$ cat config.mk
export PLATFORM = sky130hd
export DESIGN_NAME = spi_irq_bank
export DESIGN_NICKNAME = d
export VERILOG_FILES = /design/src/rtl/spi_irq_pkg.sv /design/src/rtl/spi_irq_decode.sv /design/src/rtl/spi_irq_status.sv /design/src/rtl/spi_irq_mask.sv /design/src/rtl/spi_irq_rdmux.sv /design/src/rtl/spi_irq_bank.sv
export SDC_FILE = /design/constraint.sdc
export NUM_CORES = 1
export LEC_CHECK = 0
export ABC_AREA = 0
export BUFFER_PORTS_ARGS = -buffer_cell sky130_fd_sc_hd__buf_4
export CORE_MARGIN = 5
export CORE_UTILIZATION = 44
export DETAILED_ROUTE_END_ITERATION = 16
export GPL_ROUTABILITY_DRIVEN = 0
export PLACE_DENSITY = 0.77
export SYNTH_ARGS = -nofsm -noshare
export SYNTH_HDL_FRONTEND = slang
export SYNTH_HIERARCHICAL = 1
export SYNTH_SLANG_ARGS = --single-unit
$ cat constraint.sdc
create_clock -name clk -period 2.6 [get_ports clk]
set_input_delay 0.52 -clock clk [delete_from_list [all_inputs] [get_ports clk]]
set_output_delay 0.52 -clock clk [all_outputs]
set_load 0.01 [all_outputs]
$ cat src/rtl/spi_irq_pkg.sv
// Shared constants and types of the SPI interrupt bank.
// Offsets are byte addresses that software decodes; they must not move.
package spi_irq_pkg;

    localparam int OFS_STATUS   = 'h04;  // sticky status, write one to clear
    localparam int OFS_MSK_SET  = 'h08;  // write-only, ones set mask bits
    localparam int OFS_MSK_CLR  = 'h0C;  // write-only, ones clear mask bits
    localparam int OFS_MSK_VIEW = 'h10;  // read-only mask view

    typedef enum logic [1:0] {
        RSEL_ZERO   = 2'd0,
        RSEL_STATUS = 2'd1,
        RSEL_MASK   = 2'd2
    } rsel_e;

endpackage

$ cat src/rtl/spi_irq_decode.sv
// Address decode of the interrupt bank.
// Turns one register access into per-bit clear and set vectors and a read
// selector. Assumes one access carries one address, so the status clear,
// mask set and mask clear vectors are never non-zero together.
module spi_irq_decode
    import spi_irq_pkg::*;
#(
    parameter int ADDR_W = 6,
    parameter int DATA_W = 32,
    parameter int N_EVT  = 7
) (
    input  logic              clk,
    input  logic              rst_n,
    input  logic [ADDR_W-1:0] addr_i,
    input  logic [DATA_W-1:0] wdata_i,
    input  logic              wr_i,
    output logic [N_EVT-1:0]  sts_clr_o,
    output logic [N_EVT-1:0]  msk_set_o,
    output logic [N_EVT-1:0]  msk_clr_o,
    output rsel_e             rsel_o
);

    logic hit_sts, hit_set, hit_clr, hit_view;
    logic [N_EVT-1:0] wbits;
    logic unused_wdata_hi;

    // Compare the offset against every mapped location.
    always_comb begin
        hit_sts  = (addr_i == ADDR_W'(OFS_STATUS));
        hit_set  = (addr_i == ADDR_W'(OFS_MSK_SET));
        hit_clr  = (addr_i == ADDR_W'(OFS_MSK_CLR));
        hit_view = (addr_i == ADDR_W'(OFS_MSK_VIEW));
    end

    assign wbits           = wdata_i[N_EVT-1:0];
    assign unused_wdata_hi = ^wdata_i[DATA_W-1:N_EVT];

    // Steer the write bits to the one register they address.
    always_comb begin
        sts_clr_o = (wr_i && hit_sts) ? wbits : '0;
        msk_set_o = (wr_i && hit_set) ? wbits : '0;
        msk_clr_o = (wr_i && hit_clr) ? wbits : '0;
    end

    // Pick the read source; write-only and unmapped offsets read as zero.
    always_comb begin
        if (hit_sts)       rsel_o = RSEL_STATUS;
        else if (hit_view) rsel_o = RSEL_MASK;
        else               rsel_o = RSEL_ZERO;
    end

    // at most one register is targeted by a single write
    p_one_target_r7: assert property (@(posedge clk) disable iff (!rst_n)
        $onehot0({|sts_clr_o, |msk_set_o, |msk_clr_o}));

endmodule

$ cat src/rtl/spi_irq_status.sv
// Sticky event status register.
// Each bit is set by an event pulse and cleared by a write-one-to-clear.
// An event in the same cycle as a clear of the same bit wins.
module spi_irq_status #(
    parameter int N_EVT = 7
) (
    input  logic             clk,
    input  logic             rst_n,
    input  logic [N_EVT-1:0] evt_i,
    input  logic [N_EVT-1:0] clr_i,
    output logic [N_EVT-1:0] sts_o
);

    genvar b;
    generate
        for (b = 0; b < N_EVT; b++) begin : g_cell
            logic cell_q;
            // One sticky cell: set by its event, dropped by its clear bit.
            always_ff @(posedge clk) begin
                if (!rst_n)         cell_q <= 1'b0;
                else if (evt_i[b])  cell_q <= 1'b1;
                else if (clr_i[b])  cell_q <= 1'b0;
            end
            assign sts_o[b] = cell_q;
        end
    endgenerate

    // a set bit with no clear request stays set
    p_sticky_r2: assert property (@(posedge clk) disable iff (!rst_n)
        (($past(sts_o) & ~$past(clr_i)) & ~sts_o) == '0);

    // every pulsed bit is set on the next edge, clear or not
    p_event_sets_r4: assert property (@(posedge clk) disable iff (!rst_n)
        ($past(evt_i) & ~sts_o) == '0);

    // a cleared bit with no racing event reads zero afterwards
    p_clear_drops_r3: assert property (@(posedge clk) disable iff (!rst_n)
        (($past(clr_i) & ~$past(evt_i)) & sts_o) == '0);

endmodule

$ cat src/rtl/spi_irq_mask.sv
// Interrupt enable mask, written only through separate set and clear vectors.
// Assumes set and clear never carry ones in the same cycle.
module spi_irq_mask #(
    parameter int N_EVT = 7
) (
    input  logic             clk,
    input  logic             rst_n,
    input  logic [N_EVT-1:0] set_i,
    input  logic [N_EVT-1:0] clr_i,
    output logic [N_EVT-1:0] msk_o
);

    logic [N_EVT-1:0] msk_q;

    // Apply set ones and clear ones; zero bits keep their value.
    always_ff @(posedge clk) begin
        if (!rst_n) msk_q <= '0;
        else        msk_q <= (msk_q & ~clr_i) | set_i;
    end

    assign msk_o = msk_q;

    // each set bit reads one after the edge
    p_set_takes_r5: assert property (@(posedge clk) disable iff (!rst_n)
        ($past(set_i) & ~msk_q) == '0);

    // each cleared bit reads zero after the edge
    p_clr_takes_r6: assert property (@(posedge clk) disable iff (!rst_n)
        ($past(clr_i) & msk_q) == '0);

    // without a set or clear request the mask holds
    p_mask_holds_r7: assert property (@(posedge clk) disable iff (!rst_n)
        (!$past(|set_i) && !$past(|clr_i)) |-> $stable(msk_q));

endmodule

$ cat src/rtl/spi_irq_rdmux.sv
// Registered read path of the interrupt bank.
// Loads on a read strobe from the selected source, zero-extended to the bus
// width, and holds otherwise. Assumes DATA_W >= N_EVT.
module spi_irq_rdmux
    import spi_irq_pkg::*;
#(
    parameter int DATA_W = 32,
    parameter int N_EVT  = 7
) (
    input  logic              clk,
    input  logic              rst_n,
    input  logic              rd_i,
    input  rsel_e             rsel_i,
    input  logic [N_EVT-1:0]  sts_i,
    input  logic [N_EVT-1:0]  msk_i,
    output logic [DATA_W-1:0] rdata_o
);

    logic [N_EVT-1:0] pick;

    // Choose the source word for the current offset.
    always_comb begin
        case (rsel_i)
            RSEL_STATUS: pick = sts_i;
            RSEL_MASK:   pick = msk_i;
            default:     pick = '0;
        endcase
    end

    // Capture on a read strobe, hold between reads.
    always_ff @(posedge clk) begin
        if (!rst_n)    rdata_o <= '0;
        else if (rd_i) rdata_o <= DATA_W'(pick);
    end

    // read data does not move without a read strobe
    p_rd_hold_r10: assert property (@(posedge clk) disable iff (!rst_n)
        !$past(rd_i) |-> $stable(rdata_o));

    // a read of a zero-reading offset returns zero
    p_rd_zero_r9: assert property (@(posedge clk) disable iff (!rst_n)
        ($past(rd_i) && $past(rsel_i) == RSEL_ZERO) |-> (rdata_o == '0));

    // bits above the event field always read zero
    p_rd_upper_r9: assert property (@(posedge clk) disable iff (!rst_n)
        (rdata_o >> N_EVT) == '0);

endmodule

$ cat src/rtl/spi_irq_bank.sv
// SPI controller interrupt bank: sticky status, set/clear mask, level IRQ.
// Assumes event pulses come from logic on the same clock and that register
// strobes are low while rst_n is low.
module spi_irq_bank
    import spi_irq_pkg::*;
#(
    parameter int ADDR_W = 6,
    parameter int DATA_W = 32,
    parameter int N_EVT  = 7
) (
    input  logic              clk,
    input  logic              rst_n,
    input  logic [ADDR_W-1:0] reg_addr_i,
    input  logic [DATA_W-1:0] reg_wdata_i,
    input  logic              reg_wr_i,
    input  logic              reg_rd_i,
    input  logic [N_EVT-1:0]  evt_i,
    output logic [DATA_W-1:0] reg_rdata_o,
    output logic              irq_o
);

    logic [N_EVT-1:0] sts_clr, msk_set, msk_clr;
    logic [N_EVT-1:0] sts, msk;
    rsel_e            rsel;

    spi_irq_decode #(.ADDR_W(ADDR_W), .DATA_W(DATA_W), .N_EVT(N_EVT)) u_decode (
        .clk       (clk),
        .rst_n     (rst_n),
        .addr_i    (reg_addr_i),
        .wdata_i   (reg_wdata_i),
        .wr_i      (reg_wr_i),
        .sts_clr_o (sts_clr),
        .msk_set_o (msk_set),
        .msk_clr_o (msk_clr),
        .rsel_o    (rsel)
    );

    spi_irq_status #(.N_EVT(N_EVT)) u_status (
        .clk   (clk),
        .rst_n (rst_n),
        .evt_i (evt_i),
        .clr_i (sts_clr),
        .sts_o (sts)
    );

    spi_irq_mask #(.N_EVT(N_EVT)) u_mask (
        .clk   (clk),
        .rst_n (rst_n),
        .set_i (msk_set),
        .clr_i (msk_clr),
        .msk_o (msk)
    );

    spi_irq_rdmux #(.DATA_W(DATA_W), .N_EVT(N_EVT)) u_rdmux (
        .clk     (clk),
        .rst_n   (rst_n),
        .rd_i    (reg_rd_i),
        .rsel_i  (rsel),
        .sts_i   (sts),
        .msk_i   (msk),
        .rdata_o (reg_rdata_o)
    );

    // Gate each status bit by its mask bit and merge into one level.
    assign irq_o = |(sts & msk);

    // the cycle after reset the outputs are quiet
    p_reset_quiet_r1: assert property (@(posedge clk) disable iff (!rst_n)
        $past(!rst_n) |-> (!irq_o && reg_rdata_o == '0));

    // the request only rises after an event or a register write
    p_irq_origin_r8: assert property (@(posedge clk) disable iff (!rst_n)
        $rose(irq_o) |-> ($past(|evt_i) || $past(reg_wr_i)));

endmodule

==> impl_results.md <==
* First-pass GRT wire length at 4.46 mm
* Critical register-to-register path startpoint: u_mask/msk_o[6]
* Number of antenna violations at the first check in global routing at 0
* Post-detailed-placement cell area at 1520 um2
* Number of H-tree levels at 1
* Signed area change from the synthesized netlist to the final layout at 9.19%
* Horiz. Die Dim at 66.7 um
* Filler-free cell count of the finished design at 226
* Number of cells in the design after placement at 222
* Yosys warning total at 6
* TritonCTS buffer count at 3
* Number of global-route vias before repair at 1,008
* Crit path required time at 2810 ps
* Netlist cell types at 25
* Sequential cell area at 420 um2
* Worst Setup End Kind: flip-flop
* Worst Hold Margin at 417 ps
* Clock-pin transition on the worst setup and hold timing paths at 110 ps
* Sink count of the clock tree at 21
* Startpoint Class: input pin
* Hold Crit Depth at 2
* Endpoint of the worst hold path: u_status/g_cell[5].cell_q
* Length in cells of the worst reg-to-reg path at 2
* Worst Setup Path Type: input pin to flip-flop
* Core ar. at 3080 um2
* Endpoints failing hold at 0
* Worst reg2reg path endpoint: u_rdmux/rdata_o[6]
* Maximum number of pins on one net before global-route repair at 23
* DRC violation count after routing at 0
* Buffer cell driving the clock tree root: clkbuf_4
* WP data arrival at 2130 ps
* Grt ovf at 0
* Post-CTS repair timing setup buffer count at 0
* Hold WC Path Type: input pin to flip-flop
* Area share of the leading cell type in the synthesized netlist at 29.7%
* Post-CTS Hold Fix Bufs at 0
* Post-detailed-placement half-perimeter wirelength at 2.15 mm
* Number of I/O port buffers at 31
* Final Critical Period at 1920 ps
* Synth area leaders: dfxtp_1, buf_4, o21a_1
* Area leader, netlist: dfxtp_1
* Number of cell rows at 20
* Count of flip-flops with a built-in enable after synthesis at 0
* Synthesized netlist cell count at 159
* Vertical die dimension at 66.7 um
* Max cap viols at 0
* Synth top cells by count: buf_4, dfxtp_1, nor2_1, nor2b_1, o21a_1
* Share of the core filled with cells in the final layout at 50.2%
* Clock tree from TritonCTS: done
* Achievable frequency at 0.521 GHz
* Antenna cells at 0
* Setup repair after global routing missed its margin: no
* Async SR Flop Fraction at 0%
* Post-synthesis sequential area ratio at 29.7%
* Final number of max-transition violations at 0
* Iteration-0 DRC count of the detailed router at 42
* Register-to-register path setup slack at 1850 ps
* Fill cell total of the finished layout at 311
* Power per unit of standard cell area at 381 nW/um2
* Number of search-and-repair iterations in the first detailed-routing pass at 4
* Clock latency of the later-clocked register in the worst-skew pair at 300 ps
* Avg Synthesized Cell Area at 8.91 um2
* DR vias at 1,080
* Deepest clock path buffer count at 2
* Post-route cell area at 1550 um2
* Flip-flop and latch count after synthesis at 21
* Die footprint at 4450 um2
* Final wirelength at 2.80 mm
* Final Setup Violations at 0
* Number of top-level pins at 82
* Outcome: finished, final reports clean
* Resized cells post-CTS at 0
* Standby leakage power at 0.000637 uW
* Hold Crit Start: evt_i[5]
* Antenna violation net count after detailed routing at 0
* Count leader, synth: buf_4
* Nets@finish at 234
* Worst VDD drop at 0.218 mV
* Cell area after technology mapping at 1420 um2
* Overall Global Routing Usage at 13.0%
* Initial Utilization at 46.0%
* Crit path launch: reg_addr_i[5]
* Accumulated negative setup slack at 0 ps
* Routed wire per std cell at 12.4 um
* Highest net fanout along the worst path at 9
* Share of the clock period used by the worst path after layout at 73.8%
* Share of cells above drive strength 1 at 24.2%
* Clock tree skew after final layout at 2.11 ps
* Post-DR vias/cell at 4.78
* Main flop type after synthesis: dfxtp_1
* Multi-input gate area at 771 um2
cells by family (layout without fill, tap and decap cells):
family,count (synthesis),count (layout),synth area share (%)
and+or+nand+nor,58,58,30.7
buffers and inverters,46,45,22.3
AOI/OAI and AO/OA,31,31,15.4
DFF,21,21,29.7
adders and majority gates,2,2,1.77
other,1,25,0.265
cells in the final DEF (no fill, tap or decap), drive strengths merged:
master / instances
nor2b: 14
inv: 9
dfxtp: 21
clkbuf: 4
o21ai: 7
or4: 1
nand4b: 1
nand3: 1
a222oi: 1
nor3b: 1
nor3: 1
nor4: 7
buf: 32
nand2: 1
nand3b: 8
nor4bb: 1
nand4bb: 1
a22oi: 9
conb: 25
o21a: 14
nor2: 14
ha: 2
or4b: 7
critical path: stages:
cell     delay (ps)
buf_4           140
or4_1           550
nor3b_2         260
inv_1            70
ha_1            280
a22oi_1         230
o21ai_1          80
through the flow:
stage | setup WS (ps) | power, uW
after floorplan | 452 | 433
after global placement | 381 | 436
after detailed placement | 367 | 437
after CTS | 683 | 591
after global routing | 581 | 617
final | 680 | 588
area by class of cell:
cell class              count  area share [%]
multi-input cells         116            49.8
flip-flops and latches     21            27.2
repair buffers             32            15.5
well taps                  44            3.56
inverters                   9            2.18
clock buffers               4            1.70
how the worst max path moves through the flow:
stage | to | slack (ps) | cells past startpoint
2_1_floorplan | u_rdmux/rdata_o[0] | 450 | 8
3_3_place_gp | u_rdmux/rdata_o[5] | 380 | 7
3_5_place_dp | u_rdmux/rdata_o[5] | 370 | 7
4_1_cts | u_rdmux/rdata_o[5] | 680 | 7
5_1_grt | u_rdmux/rdata_o[5] | 580 | 7
6_report | u_rdmux/rdata_o[6] | 680 | 7
flip-flops by register name (all words and copies together), names as in the netlist:
register                flops
u_mask/msk_o                7
u_status/g_cell.cell_q      7
u_rdmux/rdata_o             7
report_power, final:
group          internal (uW)  switching (uW)
clock                   59.8            97.5
combinational           40.8            53.6
sequential               330            6.88
layer usage:
| layer | global-route usage (%) | share of wire, % | vias to the layer above |
|---|---|---|---|
| li1 | - | - | 547 |
| met1 | 16.9 | 46 | 479 |
| met2 | 20.4 | 44 | 48 |
| met3 | 2.87 | 8.8 | 6 |
| met4 | 5.84 | 1.6 | 0 |
| met5 | 0 | 0 | - |
Note: power is estimated with default switching activity, not from simulation.
